File: config.mk
export PLATFORM = sky130hd
export DESIGN_NAME = bitinv_rmw_unit
export DESIGN_NICKNAME = d
export VERILOG_FILES = /design/src/rtl/bitinv_pkg.sv /design/src/rtl/bitinv_decode.sv /design/src/rtl/bitinv_addr.sv /design/src/rtl/bitinv_modify.sv /design/src/rtl/bitinv_rmw_unit.sv
export SDC_FILE = /design/constraint.sdc
export NUM_CORES = 1
export LEC_CHECK = 0
export CAP_MARGIN = 5
export CORE_ASPECT_RATIO = 0.7
export CORE_MARGIN = 10
export CORE_UTILIZATION = 40
export DETAILED_ROUTE_END_ITERATION = 12
export DONT_BUFFER_PORTS = 1
export MAX_ROUTING_LAYER = met4
export PLACE_DENSITY = 0.58
export SYNTH_ARGS = -nofsm -noshare
export SYNTH_HDL_FRONTEND = slang
export SYNTH_HIERARCHICAL = 1
export SYNTH_SLANG_ARGS = --single-unit
export TNS_END_PERCENT = 100
File: constraint.sdc
create_clock -name clk -period 4.2 [get_ports clk]
set_clock_uncertainty 0.05 [all_clocks]
set_input_delay 0.42 -clock clk [delete_from_list [all_inputs] [get_ports clk]]
set_output_delay 0.42 -clock clk [all_outputs]
set_load 0.01 [all_outputs]
File: src/rtl/bitinv_pkg.sv
package bitinv_pkg;

    typedef enum logic [1:0] {
        ST_IDLE  = 2'd0,
        ST_READ  = 2'd1,
        ST_WRITE = 2'd2
    } rmw_state_e;

    // Encoding constants of the two instruction forms
    localparam logic [1:0]  IMM_PREFIX   = 2'b01;
    localparam logic [5:0]  IMM_OPFIELD  = 6'b111110;
    localparam logic [5:0]  REG_OPFIELD  = 6'b111111;
    localparam logic [15:0] REG_SUBCODE  = 16'h00E2;

endpackage

File: src/rtl/bitinv_decode.sv
module bitinv_decode
    import bitinv_pkg::*;
#(
    parameter int HW_W   = 16,
    parameter int BIDX_W = 3
) (
    input  logic [HW_W-1:0]   hw0,
    input  logic [HW_W-1:0]   hw1,
    output logic              form_imm,
    output logic              form_reg,
    output logic [BIDX_W-1:0] imm_bit
);

    logic [5:0] opfield;
    logic       unused_regfields;

    always_comb begin
        opfield  = hw0[10:5];
        form_imm = (hw0[15:14] == IMM_PREFIX) && (opfield == IMM_OPFIELD);
        form_reg = (opfield == REG_OPFIELD) && (hw1 == REG_SUBCODE);
        imm_bit  = hw0[11 +: BIDX_W];
    end

    assign unused_regfields = ^{hw0[4:0], hw0[HW_W-1:11+BIDX_W]};

endmodule

File: src/rtl/bitinv_addr.sv
module bitinv_addr #(
    parameter int AW     = 32,
    parameter int DW     = 32,
    parameter int DISP_W = 16,
    parameter int BIDX_W = 3
) (
    input  logic              form_reg,
    input  logic [AW-1:0]     base,
    input  logic [DISP_W-1:0] disp,
    input  logic [BIDX_W-1:0] imm_bit,
    input  logic [DW-1:0]     bitsrc,
    output logic [AW-1:0]     addr,
    output logic [BIDX_W-1:0] bit_idx
);

    localparam int EXT_W = AW - DISP_W;

    logic [AW-1:0] disp_ext;
    logic          unused_bitsrc_hi;

    always_comb begin
        disp_ext = {{EXT_W{disp[DISP_W-1]}}, disp};
        if (form_reg) begin
            addr    = base;
            bit_idx = bitsrc[BIDX_W-1:0];
        end else begin
            addr    = base + disp_ext;
            bit_idx = imm_bit;
        end
    end

    assign unused_bitsrc_hi = ^bitsrc[DW-1:BIDX_W];

endmodule

File: src/rtl/bitinv_modify.sv
module bitinv_modify #(
    parameter int BYTE_W = 8,
    parameter int BIDX_W = $clog2(BYTE_W)
) (
    input  logic [BYTE_W-1:0] byte_in,
    input  logic [BIDX_W-1:0] idx,
    output logic [BYTE_W-1:0] byte_out
);

    for (genvar i = 0; i < BYTE_W; i++) begin : g_lane
        assign byte_out[i] = byte_in[i] ^ (idx == BIDX_W'(i));
    end

endmodule

File: src/rtl/bitinv_rmw_unit.sv
module bitinv_rmw_unit
    import bitinv_pkg::*;
#(
    parameter int AW     = 32,
    parameter int DW     = 32,
    parameter int DISP_W = 16,
    parameter int BYTE_W = 8
) (
    input  logic              clk,
    input  logic              rst_n,
    input  logic              req_valid,
    output logic              req_ready,
    input  logic [15:0]       req_hw0,
    input  logic [15:0]       req_hw1,
    input  logic [AW-1:0]     req_base,
    input  logic [DW-1:0]     req_bitsrc,
    output logic              mem_rd,
    output logic              mem_wr,
    output logic [AW-1:0]     mem_addr,
    output logic [BYTE_W-1:0] mem_wdata,
    input  logic [BYTE_W-1:0] mem_rdata,
    input  logic              mem_ack,
    output logic              op_done,
    output logic              zf
);

    localparam int BIDX_W = $clog2(BYTE_W);

    typedef struct packed {
        rmw_state_e        st;
        logic [AW-1:0]     addr;
        logic [BIDX_W-1:0] idx;
        logic [BYTE_W-1:0] data;
        logic              z;
        logic              done;
    } ctx_t;

    ctx_t ctx_d, ctx_q;

    logic              form_imm, form_reg, legal;
    logic [BIDX_W-1:0] imm_bit, calc_idx;
    logic [AW-1:0]     calc_addr;
    logic [BYTE_W-1:0] flipped;

    bitinv_decode #(.HW_W(16), .BIDX_W(BIDX_W)) u_decode (
        .hw0      (req_hw0),
        .hw1      (req_hw1),
        .form_imm (form_imm),
        .form_reg (form_reg),
        .imm_bit  (imm_bit)
    );

    bitinv_addr #(.AW(AW), .DW(DW), .DISP_W(DISP_W), .BIDX_W(BIDX_W)) u_addr (
        .form_reg (form_reg),
        .base     (req_base),
        .disp     (req_hw1[DISP_W-1:0]),
        .imm_bit  (imm_bit),
        .bitsrc   (req_bitsrc),
        .addr     (calc_addr),
        .bit_idx  (calc_idx)
    );

    bitinv_modify #(.BYTE_W(BYTE_W), .BIDX_W(BIDX_W)) u_modify (
        .byte_in  (mem_rdata),
        .idx      (ctx_q.idx),
        .byte_out (flipped)
    );

    assign legal = form_imm | form_reg;

    always_comb begin
        ctx_d      = ctx_q;
        ctx_d.done = 1'b0;
        unique case (ctx_q.st)
            ST_IDLE: begin
                if (req_valid && legal) begin
                    ctx_d.st   = ST_READ;
                    ctx_d.addr = calc_addr;
                    ctx_d.idx  = calc_idx;
                end
            end
            ST_READ: begin
                if (mem_ack) begin
                    ctx_d.data = flipped;
                    ctx_d.st   = ST_WRITE;
                end
            end
            ST_WRITE: begin
                if (mem_ack) begin
                    ctx_d.z    = ctx_q.data[ctx_q.idx];
                    ctx_d.done = 1'b1;
                    ctx_d.st   = ST_IDLE;
                end
            end
            default: ctx_d.st = ST_IDLE;
        endcase
    end

    always_ff @(posedge clk or negedge rst_n) begin
        if (!rst_n) ctx_q <= '0;
        else        ctx_q <= ctx_d;
    end

    assign req_ready = (ctx_q.st == ST_IDLE);
    assign mem_rd    = (ctx_q.st == ST_READ);
    assign mem_wr    = (ctx_q.st == ST_WRITE);
    assign mem_addr  = ctx_q.addr;
    assign mem_wdata = mem_wr ? ctx_q.data : '0;
    assign op_done   = ctx_q.done;
    assign zf        = ctx_q.z;

    // Checker-side copy of the byte seen on the read
    logic [BYTE_W-1:0] rd_byte_q;
    always_ff @(posedge clk or negedge rst_n) begin
        if (!rst_n)                rd_byte_q <= '0;
        else if (mem_rd && mem_ack) rd_byte_q <= mem_rdata;
    end

    a_r7_never_both: assert property (@(posedge clk) disable iff (!rst_n)
        !(mem_rd && mem_wr));

    a_r7_read_held: assert property (@(posedge clk) disable iff (!rst_n)
        (mem_rd && !mem_ack) |=> (mem_rd && $stable(mem_addr)));

    a_r7_write_held: assert property (@(posedge clk) disable iff (!rst_n)
        (mem_wr && !mem_ack) |=> (mem_wr && $stable(mem_addr) && $stable(mem_wdata)));

    a_r4_write_follows_read: assert property (@(posedge clk) disable iff (!rst_n)
        $rose(mem_wr) |-> ($past(mem_rd && mem_ack) && $stable(mem_addr)));

    a_r4_single_bit_changed: assert property (@(posedge clk) disable iff (!rst_n)
        mem_wr |-> ($countones(mem_wdata ^ rd_byte_q) == 1));

    a_r5_done_after_write: assert property (@(posedge clk) disable iff (!rst_n)
        op_done |-> $past(mem_wr && mem_ack));

    a_r5_flag_held: assert property (@(posedge clk) disable iff (!rst_n)
        !op_done |-> $stable(zf));

    a_r8_busy_not_ready: assert property (@(posedge clk) disable iff (!rst_n)
        (mem_rd || mem_wr) |-> !req_ready);

    a_r3_illegal_dropped: assert property (@(posedge clk) disable iff (!rst_n)
        (req_ready && req_valid && !legal) |=> req_ready);

endmodule

==> impl_metrics.toml, run 1 <==
[outcome]
result_of_the_run = "completed"

[placement]
hpwlAfterDp_mm = 9.82
placedCellCount = 594
dp_area_sq_um = 4520
gpl.final_weighted_congestion = 0.867
io_buf_count = 0
post-place-ws_ps = 885

[cells_and_area]
finish.net_count = 590
multiInputGateArea_sq_um = 3080
final.fill_count = 1125
fraction_of_layout_cells_with_a_size_suffix_above_1_pct = 19.3
layout-area-overhead-vs-synth_pct = 0.827
ff_latch_area_sq_um = 1180
stdcell_area_sq_um = 4730
n_antenna_cell = 0
final_cell_count_no_fill = 604

[yosys]
synth_sequential_area_ratio_pct = 25.1
netlist_instances = 495
yosys-top-cells-count = "dfrtp_1, nand2_1, buf_4"
synth.area.top_cells = "dfrtp_1, mux2_4, ha_1"
most_frequent_cell_after_synthesis = "dfrtp_1"
synth_top_flop_cell = "dfrtp_1"
syn-mean-instance-area_sq_um = 9.48
yosysUniqueCellTypes = 72
synthesis.area_sq_um = 4690
synth_top_cell_area_share_pct = 25.1
syn-num-nets = 635
synth_edf_count = 0
register_bit_total_from_synthesis = 47
ys_warn_count = 6
synth_top_cell_by_area = "dfrtp_1"
async_flop_share_pct = 100

[run]
maxCapViolCount = 0

[cts]
cts_post_setup_buffers_inserted = 0
cts-root-buf = "clkbuf_16"
tritoncts = "yes"
clkLatencyLatePin_ps = 290
cts_made_buffers = 5
clkSlewWorstSetupHoldPaths_ps = 70
numClockSinks = 47
htree_levels = 2
clock_tree.buffer_depth = 2

[critical_path]
endpoint_kind = "flop"
slowest_stage = "or4_1"
path_cells = "ha_1, fa_1, a211oi_1, o21ba_1, o211ai_2, a31o_4, nand4_2, a21oi_2, or4_1, a31o_1, mux2_4"
cp.arrival_ps = 3190
cpPeakStageDelay_ps = 470
path_class = "in -> reg"
regToRegSetupSlack_ps = 2000
cp_required_ps = 4320
worstPathMaxFanout = 6
crit_path_start_kind = "input port"

[timing]
timing_worst_slew_pin_value_ps = 684
setup_viol = 0
layout_worst_path_cycle_share_pct = 73.0
final_period_minus_worst_setup_slack_ps = 3070
setup-tns-final_ps = 0
timing.max_slew.rel_slack_pct = 54.4
timing_max_transition_violations_final = 0
worst_path_setup_slack_after_routing_ps = 1130
max_clock_freq_mhz = 326
rsz0062_at_grt = "false"
total_count_of_hold_check_failures_in_the_final_report = 0

[die]
die_area_sq_um = 16500
boundaryPins = 153
floorplan.die.height_microns = 111
chipWidth_microns = 149
std_cell_rows = 32
core_area_sq_um = 11300
start_util_pct = 41.7

[power]
clock_power_share_pct = 34.1
p_comb_share_pct = 28.5
internal-power_w = 0.000945
irDropWorstVdd_mv = 0.136
switchingPower_w = 0.000424
seq_power_share_pct = 37.4
sw_frac_of_total_pct = 31.0
static-leakage-power_nw = 2.12
p_per_area_nw_per_um2 = 289

[global_route]
number_of_antenna_violations_at_the_first_check_in_global_routing = 0
grt_pass1_wl_mm = 19.6
grt_max_degree = 48
first_global_vias = 3438
groute.usage.overall_pct = 14.9
globalRoute.totalOverflow = 0

[route]
drt_pre_antenna_iters = 4
dr_wl_cell_microns = 20.7
route.final.wire_length_mm = 12.5
avgViaCountPerCell = 5.71
detailedRoute.firstIterationViolations = 217
detail_route.drc_violations = 0
detailroute.via_count = 3451
ant_nets = 0

[hold_path]
hold_path.class = "in -> reg"
[worst paths after layout]
path / depth (start not counted) / from / endpoint
max in group asynchronous: 2 / rst_n / mem_addr[6]$_DFFE_PN0P_
worst max register to register: 4 / ctx_q[45]$_DFFE_PN0P_ / mem_addr[18]$_DFFE_PN0P_
worst min register to register: 1 / ctx_q[4]$_DFFE_PN0P_ / ctx_q[4]$_DFFE_PN0P_
min in group asynchronous: 2 / rst_n / mem_addr[19]$_DFFE_PN0P_
worst max-delay path: 11 / req_base[0] / mem_addr[30]$_DFFE_PN0P_
worst min-delay path: 3 / mem_ack / ctx_q[46]$_DFFE_PN0P_
[kinds of logic after synthesis]
group | synth area share [%]
compound gates | 18.5
fa+ha+maj | 8.69
mux | 15.6
simple gates | 17.4
xor+xnor | 5.23
flops | 25.1
buf+inv | 9.52
[metal layers]
| layer | track usage (%) | share of wire [%] | vias to the layer above |
|---|---|---|---|
| li1 | - | - | 1695 |
| met1 | 18.6 | 45 | 1646 |
| met5 | - | 0 | - |
| met2 | 22.0 | 43 | 105 |
| met4 | 2.73 | 0.60 | 0 |
| met3 | 6.31 | 11 | 5 |
[flip-flops by register name, indices dropped and copies added (netlist names)]
name and count:
ctx_q 13, zf 1, mem_addr 32, op_done 1
[layout by cell type, fill, tap and decap left out, types with 4 or more instances in the layout]
cell	n
xnor2_1	17
o21ai_1	7
mux2i_1	5
and3_1	5
nor2_1	18
nor3_1	4
nor3b_1	4
clkbuf_16	5
a311oi_1	4
a21oi_1	24
nand3_1	15
a21o_1	21
inv_1	8
and2_1	10
xor2_1	11
dfrtp_1	47
o211ai_1	5
nor4b_1	6
nand2_1	43
o21ai_2	4
nand4_1	5
o21ai_0	22
mux2_4	29
ha_1	31
a211oi_1	5
nor4_1	5
mux2_2	20
nand3b_1	5
[final cells by class]
type,count,area share (%)
flip-flops and latches,47,24.9
clock inverters,3,0.979
clock buffers,5,2.64
repair buffers,6,1.69
multi-input cells,381,65.1
inverters,9,0.714
well taps,153,4.05
[through the flow]
stage | hold WS, ps | total power [W] | utilization [%]
4_1_cts | 227 | 0.00139 | 42.0
6_report | 239 | 0.00137 | 42.0
5_1_grt | 229 | 0.00145 | 42.0
3_5_place_dp | 75.6 | 0.000894 | 40.2
2_1_floorplan | 74.4 | 0.000849 | -
3_3_place_gp | 75.8 | 0.000886 | 40.2
[critical path: cells and delay by family]
kind,cells,cell delay [ps]
AO/OA/AOI/OAI,6,1290
multiplexers,1,250
adder cells (fa/ha/maj),2,630
AND/OR/NAND/NOR,2,580
[what timing repair did]
item / in CTS / in global routing
gates resized for setup: 0 / 0
hold buffers: 2 / 0
endpoints found under the setup margin: 0 / 0
endpoints found under the hold margin: 47 / 0
[power by group through the flow]
stage | logic, W | registers (W) | clock network [W]
2_1_floorplan | 0.000351 | 0.000498 | 0
3_3_place_gp | 0.000365 | 0.000521 | 0
3_5_place_dp | 0.000373 | 0.000522 | 0
4_1_cts | 0.000390 | 0.000513 | 0.000485
5_1_grt | 0.000434 | 0.000516 | 0.000500
6_report | 0.000390 | 0.000512 | 0.000466
Power figures use the tool's default switching activity.
==> run 2, diff against run 1 <==
--- a/config.mk
+++ b/config.mk
@@ -5,6 +5,7 @@
 export SDC_FILE = /design/constraint.sdc
 export NUM_CORES = 1
 export LEC_CHECK = 0
+export ABC_AREA = 1
 export CAP_MARGIN = 5
 export CORE_ASPECT_RATIO = 0.7
 export CORE_MARGIN = 10
@@ -12,7 +13,7 @@
 export DETAILED_ROUTE_END_ITERATION = 12
 export DONT_BUFFER_PORTS = 1
 export MAX_ROUTING_LAYER = met4
-export PLACE_DENSITY = 0.58
+export PLACE_DENSITY = 0.6
 export SYNTH_ARGS = -nofsm -noshare
 export SYNTH_HDL_FRONTEND = slang
 export SYNTH_HIERARCHICAL = 1
==> constraint.sdc (replaced) <==
create_clock -name clk -period 2.8 [get_ports clk]
set_clock_uncertainty 0.05 [all_clocks]
set_input_delay 0.28 -clock clk [delete_from_list [all_inputs] [get_ports clk]]
set_output_delay 0.28 -clock clk [all_outputs]
set_load 0.01 [all_outputs]
==> impl_metrics.toml, run 2 <==
[outcome]
result_of_the_run = "completed"

[timing]
setup-tns-final_ps = 0
timing_max_transition_violations_final = 0
max_clock_freq_mhz = 483
rsz0062_at_grt = "false"
total_count_of_hold_check_failures_in_the_final_report = 0
layout_worst_path_cycle_share_pct = 73.9
setup_viol = 0
timing_worst_slew_pin_value_ps = 802
worst_path_setup_slack_after_routing_ps = 730
timing.max_slew.rel_slack_pct = 46.3
final_period_minus_worst_setup_slack_ps = 2070

[cells_and_area]
mostFrequentLayoutCell = "nand2_1"
largest_register_ffs = 32
stdcell_area_sq_um = 5480
ff_latch_area_sq_um = 1180
finish.net_count = 1027
multiInputGateArea_sq_um = 3150
layout-area-overhead-vs-synth_pct = 1.46
fraction_of_layout_cells_with_a_size_suffix_above_1_pct = 4.84
n_antenna_cell = 0
final.fill_count = 1483
layout.cells.most_common_list = "nand2_1, inv_1, nor2_1, nand3_1, dfrtp_1"

[critical_path]
worstPathMaxFanout = 5
r2r.worst_path.cells = 5
cp.arrival_ps = 2240
cp_required_ps = 2970
crit_path_start_kind = "input port"
path_class = "in -> reg"
endpoint_kind = "flop"

[route]
ant_nets = 0
avgViaCountPerCell = 4.77
drt_pre_antenna_iters = 5
detail_route.drc_violations = 0
detailedRoute.firstIterationViolations = 432
dr_wl_cell_microns = 14.7
route.final.wire_length_mm = 15.7
detailroute.via_count = 5115

[placement]
post-place-ws_ps = 472
io_buf_count = 0
hpwlAfterDp_mm = 12.9
dp_area_sq_um = 5260
gpl.final_weighted_congestion = 0.920

[cts]
post_cts.resized_instances = 0
htree_levels = 2
cts_made_buffers = 5
tritoncts = "yes"
clock_tree.buffer_depth = 2
clkLatencyLatePin_ps = 300
cts-root-buf = "clkbuf_16"
clkSlewWorstSetupHoldPaths_ps = 60
numClockSinks = 47

[global_route]
globalRouteMet1Util_pct = 23.7
globalRoute.totalOverflow = 0
grt_max_degree = 48
grt_most_used_layer = "met2"
number_of_antenna_violations_at_the_first_check_in_global_routing = 0
groute.usage.overall_pct = 17.3
globalRouteMet3Util_pct = 4.79
global_route.usage.met2_pct = 24.5
grt_pass1_wl_mm = 25.5
first_global_vias = 4765

[hold_path]
hold_path.class = "in -> reg"
min_path_cells = 1

[die]
floorplan.die.height_microns = 117
std_cell_rows = 35
chipWidth_microns = 159
die_area_sq_um = 18600
core_area_sq_um = 13200
boundaryPins = 153
start_util_pct = 41.0

[run]
maxCapViolCount = 0

[power]
irDropWorstVdd_mv = 0.259
p_per_area_nw_per_um2 = 402
finalPower_w = 0.00221
static-leakage-power_nw = 3.26

[yosys]
register_bit_total_from_synthesis = 47
synth_sequential_area_ratio_pct = 21.8
most_frequent_cell_after_synthesis = "nand2_1"
syn-num-nets = 1068
yosys-top-cells-count = "nand2_1, inv_1, nor2_1"
syn-mean-instance-area_sq_um = 5.82
yosysUniqueCellTypes = 34
synth_edf_count = 0
synthesis.area_sq_um = 5400
synth_top_flop_cell = "dfrtp_1"
async_flop_share_pct = 100
synth.area.top_cells = "nand2_1, dfrtp_1, inv_1"
synth_top_cell_by_area = "nand2_1"
synth_top_cell_area_share_pct = 24.5
ys_warn_count = 6
netlist_instances = 928
[run 2: layout make-up]
type,instances,share of cell area (%)
timing repair buffer,6,1.46
sequential,47,21.5
tap,185,4.22
multi-input combinational,652,57.5
clock buffer,6,2.53
clock inverter,2,0.708
inverter,175,12.1
[run 2: routing by layer]
layer,vias up,share of wire (%)
li1,2713,-
met1,2248,50
met2,146,39
met3,8,9.1
met4,0,1.1
met5,-,0
[run 2: through the flow]
step / hold slack (ps) / cells / utilization, %
after floorplan: -65.6 / 928 / -
after global placement: -64.3 / 1063 / 39.9
after detailed placement: -64.3 / 1063 / 39.9
after CTS: 47.5 / 1073 / 41.6
after global routing: 41.6 / 1073 / 41.6
final: 52.6 / 1073 / 41.6
[run 2: where the power goes]
group / internal (W) / switching, W / leakage [nW]
Sequential: 0.000716 / 0.0000500 / 0.595
Combinational: 0.000251 / 0.000450 / 2.58
Clock: 0.000450 / 0.000287 / 0.0875
Total: 0.00142 / 0.000787 / 3.26
[run 2: logic make-up after synthesis]
family / Yosys count / share of synthesized area, %
AOI/OAI and AO/OA: 88 / 8.90
xor gates and xnor gates: 10 / 1.62
adders and majority gates: 32 / 7.55
buffers and inverters: 229 / 19.9
DFF: 47 / 21.8
and+or+nand+nor: 522 / 40.2
[run 2: worst max-delay path, stage by stage]
cell,delay (ps)
ha_1,220
fa_1,500
nand3_1,130
nand3_1,210
nand3_1,150
nand3_2,140
nand3_1,130
nand2_1,60
nand2_1,50
nand3_1,60
nand2_1,130
inv_1,50
o21ai_1,110
[run 2: timing repair]
item,4_1_cts,5_1_grt
hold buffers,2,0
hold endpoints to repair,47,0
endpoints found under the setup margin,0,0
setup buffers,0,0
[run 2: final timing paths]
kind	from	end	slack, ps
setup / recovery	req_base[0]	mem_addr[20]$_DFFE_PN0P_	730
hold / removal	mem_ack	ctx_q[46]$_DFFE_PN0P_	50
min in group asynchronous	rst_n	mem_addr[6]$_DFFE_PN0P_	420
hold reg to reg	ctx_q[6]$_DFFE_PN0P_	ctx_q[6]$_DFFE_PN0P_	480
max in group asynchronous	rst_n	mem_addr[24]$_DFFE_PN0P_	2020
setup reg to reg	ctx_q[46]$_DFFE_PN0P_	ctx_q[10]$_DFFE_PN0P_	1210
==> run 3, diff against run 2 <==
==> constraint.sdc (replaced) <==
create_clock -name clk -period 1.7 [get_ports clk]
set_clock_uncertainty 0.05 [all_clocks]
set_input_delay 0.17 -clock clk [delete_from_list [all_inputs] [get_ports clk]]
set_output_delay 0.17 -clock clk [all_outputs]
set_load 0.01 [all_outputs]
==> impl_metrics.toml, run 3 (same netlist as run 2, synthesis figures left out) <==
[cells_and_area]
final_core_utilization_pct = 46.2
final.fill_count = 1409
final_cell_count_no_fill = 1133
stdcell_area_sq_um = 6090
fraction_of_layout_cells_with_a_size_suffix_above_1_pct = 13.2
layout-area-overhead-vs-synth_pct = 12.7
n_antenna_cell = 0
largest_register_ffs = 32
finish.net_count = 1087
layout.cells.most_common_list = "nand2_1, inv_1, nor2_1, buf_4, nand3_1"
mostFrequentLayoutCell = "nand2_1"

[cts]
htree_levels = 2
clkSlewWorstSetupHoldPaths_ps = 70
numClockSinks = 47
cts-root-buf = "clkbuf_16"
cts_made_buffers = 5
tritoncts = "yes"
clkLatencyLatePin_ps = 290
clock_tree.buffer_depth = 2

[timing]
setup_viol = 0
timing.max_slew.rel_slack_pct = 64.4
total_count_of_hold_check_failures_in_the_final_report = 0
timing_max_transition_violations_final = 0
max_clock_freq_mhz = 626
final_period_minus_worst_setup_slack_ps = 1600
setup-tns-final_ps = 0
rsz0062_at_grt = "true"
hold-worst-slack_ps = 47.6
layout_worst_path_cycle_share_pct = 93.9
timing_worst_slew_pin_value_ps = 534

[global_route]
groute.usage.overall_pct = 18.4
grt_max_degree = 48
number_of_antenna_violations_at_the_first_check_in_global_routing = 0
globalRoute.totalOverflow = 0
first_global_vias = 4914
grt_pass1_wl_mm = 26.8

[route]
ant_nets = 0
top_layer = "met4"
avgViaCountPerCell = 4.72
met2_wire_len_mm = 6.44
drt_pre_antenna_iters = 5
detail_route.drc_violations = 0
route.final.wire_length_mm = 16.7
m1WireLength_mm = 8.64
dr_wl_met3_mm = 1.47
detailroute.via_count = 5349
dr_wl_cell_microns = 14.7
detailedRoute.firstIterationViolations = 409

[power]
irDropWorstVdd_mv = 0.326
static-leakage-power_nw = 3.58
p_per_area_nw_per_um2 = 631

[die]
chipWidth_microns = 159
core_area_sq_um = 13200
die_area_sq_um = 18600
boundaryPins = 153
floorplan.die.height_microns = 117
std_cell_rows = 35
start_util_pct = 41.0

[hold_path]
hold_path.class = "in -> reg"

[outcome]
result_of_the_run = "completed"

[placement]
hpwlAfterDp_mm = 13.8
placedCellCount = 1121
dp_area_sq_um = 5750
gpl.final_weighted_congestion = 0.891
io_buf_count = 0

[run]
maxCapViolCount = 0

[critical_path]
crit_path_start_kind = "flop"
cp_required_ps = 1480
cp.arrival_ps = 1380
worstPathMaxFanout = 12
path_class = "reg -> out"
endpoint_kind = "output pin"
## run 3: changes by cell type in the layout (fill, tap and decap cells not counted), moves of 2 or more
cell,previous run,this run
ha_2,0,3
a21oi_1,32,29
nand3_2,1,5
buf_4,3,59
a21oi_2,2,5
nand2_1,352,345
nand3_1,64,58
ha_1,31,26
nand3_4,0,2
buf_12,1,4
ha_4,0,2
nand2_2,6,13
## run 3: worst max-delay path, cell delays in order, from the launching register on
cell,delay [ps]
dfrtp_1,410
inv_1,120
nand2_1,250
nor2_1,310
## run 3: metal layers
layer | GRT usage [%] | vias up
li1 | - | 2829
met1 | 26.2 | 2348
met2 | 25.4 | 159
met3 | 4.82 | 13
met4 | 3.51 | 0
met5 | - | -
## run 3: worst paths after layout
path | start | endpoint | cells past startpoint | slack, ps
max | ctx_q[45]$_DFFE_PN0P_ | mem_wdata[4] | 3 | 100
min | req_valid | ctx_q[45]$_DFFE_PN0P_ | 2 | 50
max reg2reg | ctx_q[11]$_DFFE_PN0P_ | zf$_DFFE_PN0P_ | 5 | 340
min reg2reg | ctx_q[6]$_DFFE_PN0P_ | ctx_q[6]$_DFFE_PN0P_ | 2 | 480
max in group asynchronous | rst_n | mem_addr[25]$_DFFE_PN0P_ | 2 | 980
min in group asynchronous | rst_n | mem_addr[4]$_DFFE_PN0P_ | 2 | 390
## run 3: layout make-up
type                            instances  area [sq um]  area share, %
Clock inverter                          2          38.8          0.637
Sequential cell                        47          1180           19.3
Inverter                              175           662           10.9
Tap cell                              185           231           3.80
Multi-Input combinational cell        652          3270           53.7
Timing Repair Buffer                   66           571           9.37
Clock buffer                            6           139           2.28
## run 3: what timing repair did
action                     CTS  global route
buffers inserted             0             1
gates resized for setup      0            22
setup endpoints to repair    0            19
hold endpoints to repair    49             0
hold buffers                 3             0
## run 3: report_power, final
group | total (W) | internal, W | switching, W
Combinational | 0.00138 | 0.000578 | 0.000799
Clock | 0.00121 | 0.000741 | 0.000465
Sequential | 0.00126 | 0.00118 | 0.0000812
Total | 0.00384 | 0.00250 | 0.00134
## run 3: through the flow
step	setup WS, ps	total power [W]
floorplan	9.03	0.00221
global placement	-192	0.00256
detailed placement	-209	0.00256
CTS	79.9	0.00381
global route	-45.9	0.00414
finish	103	0.00384
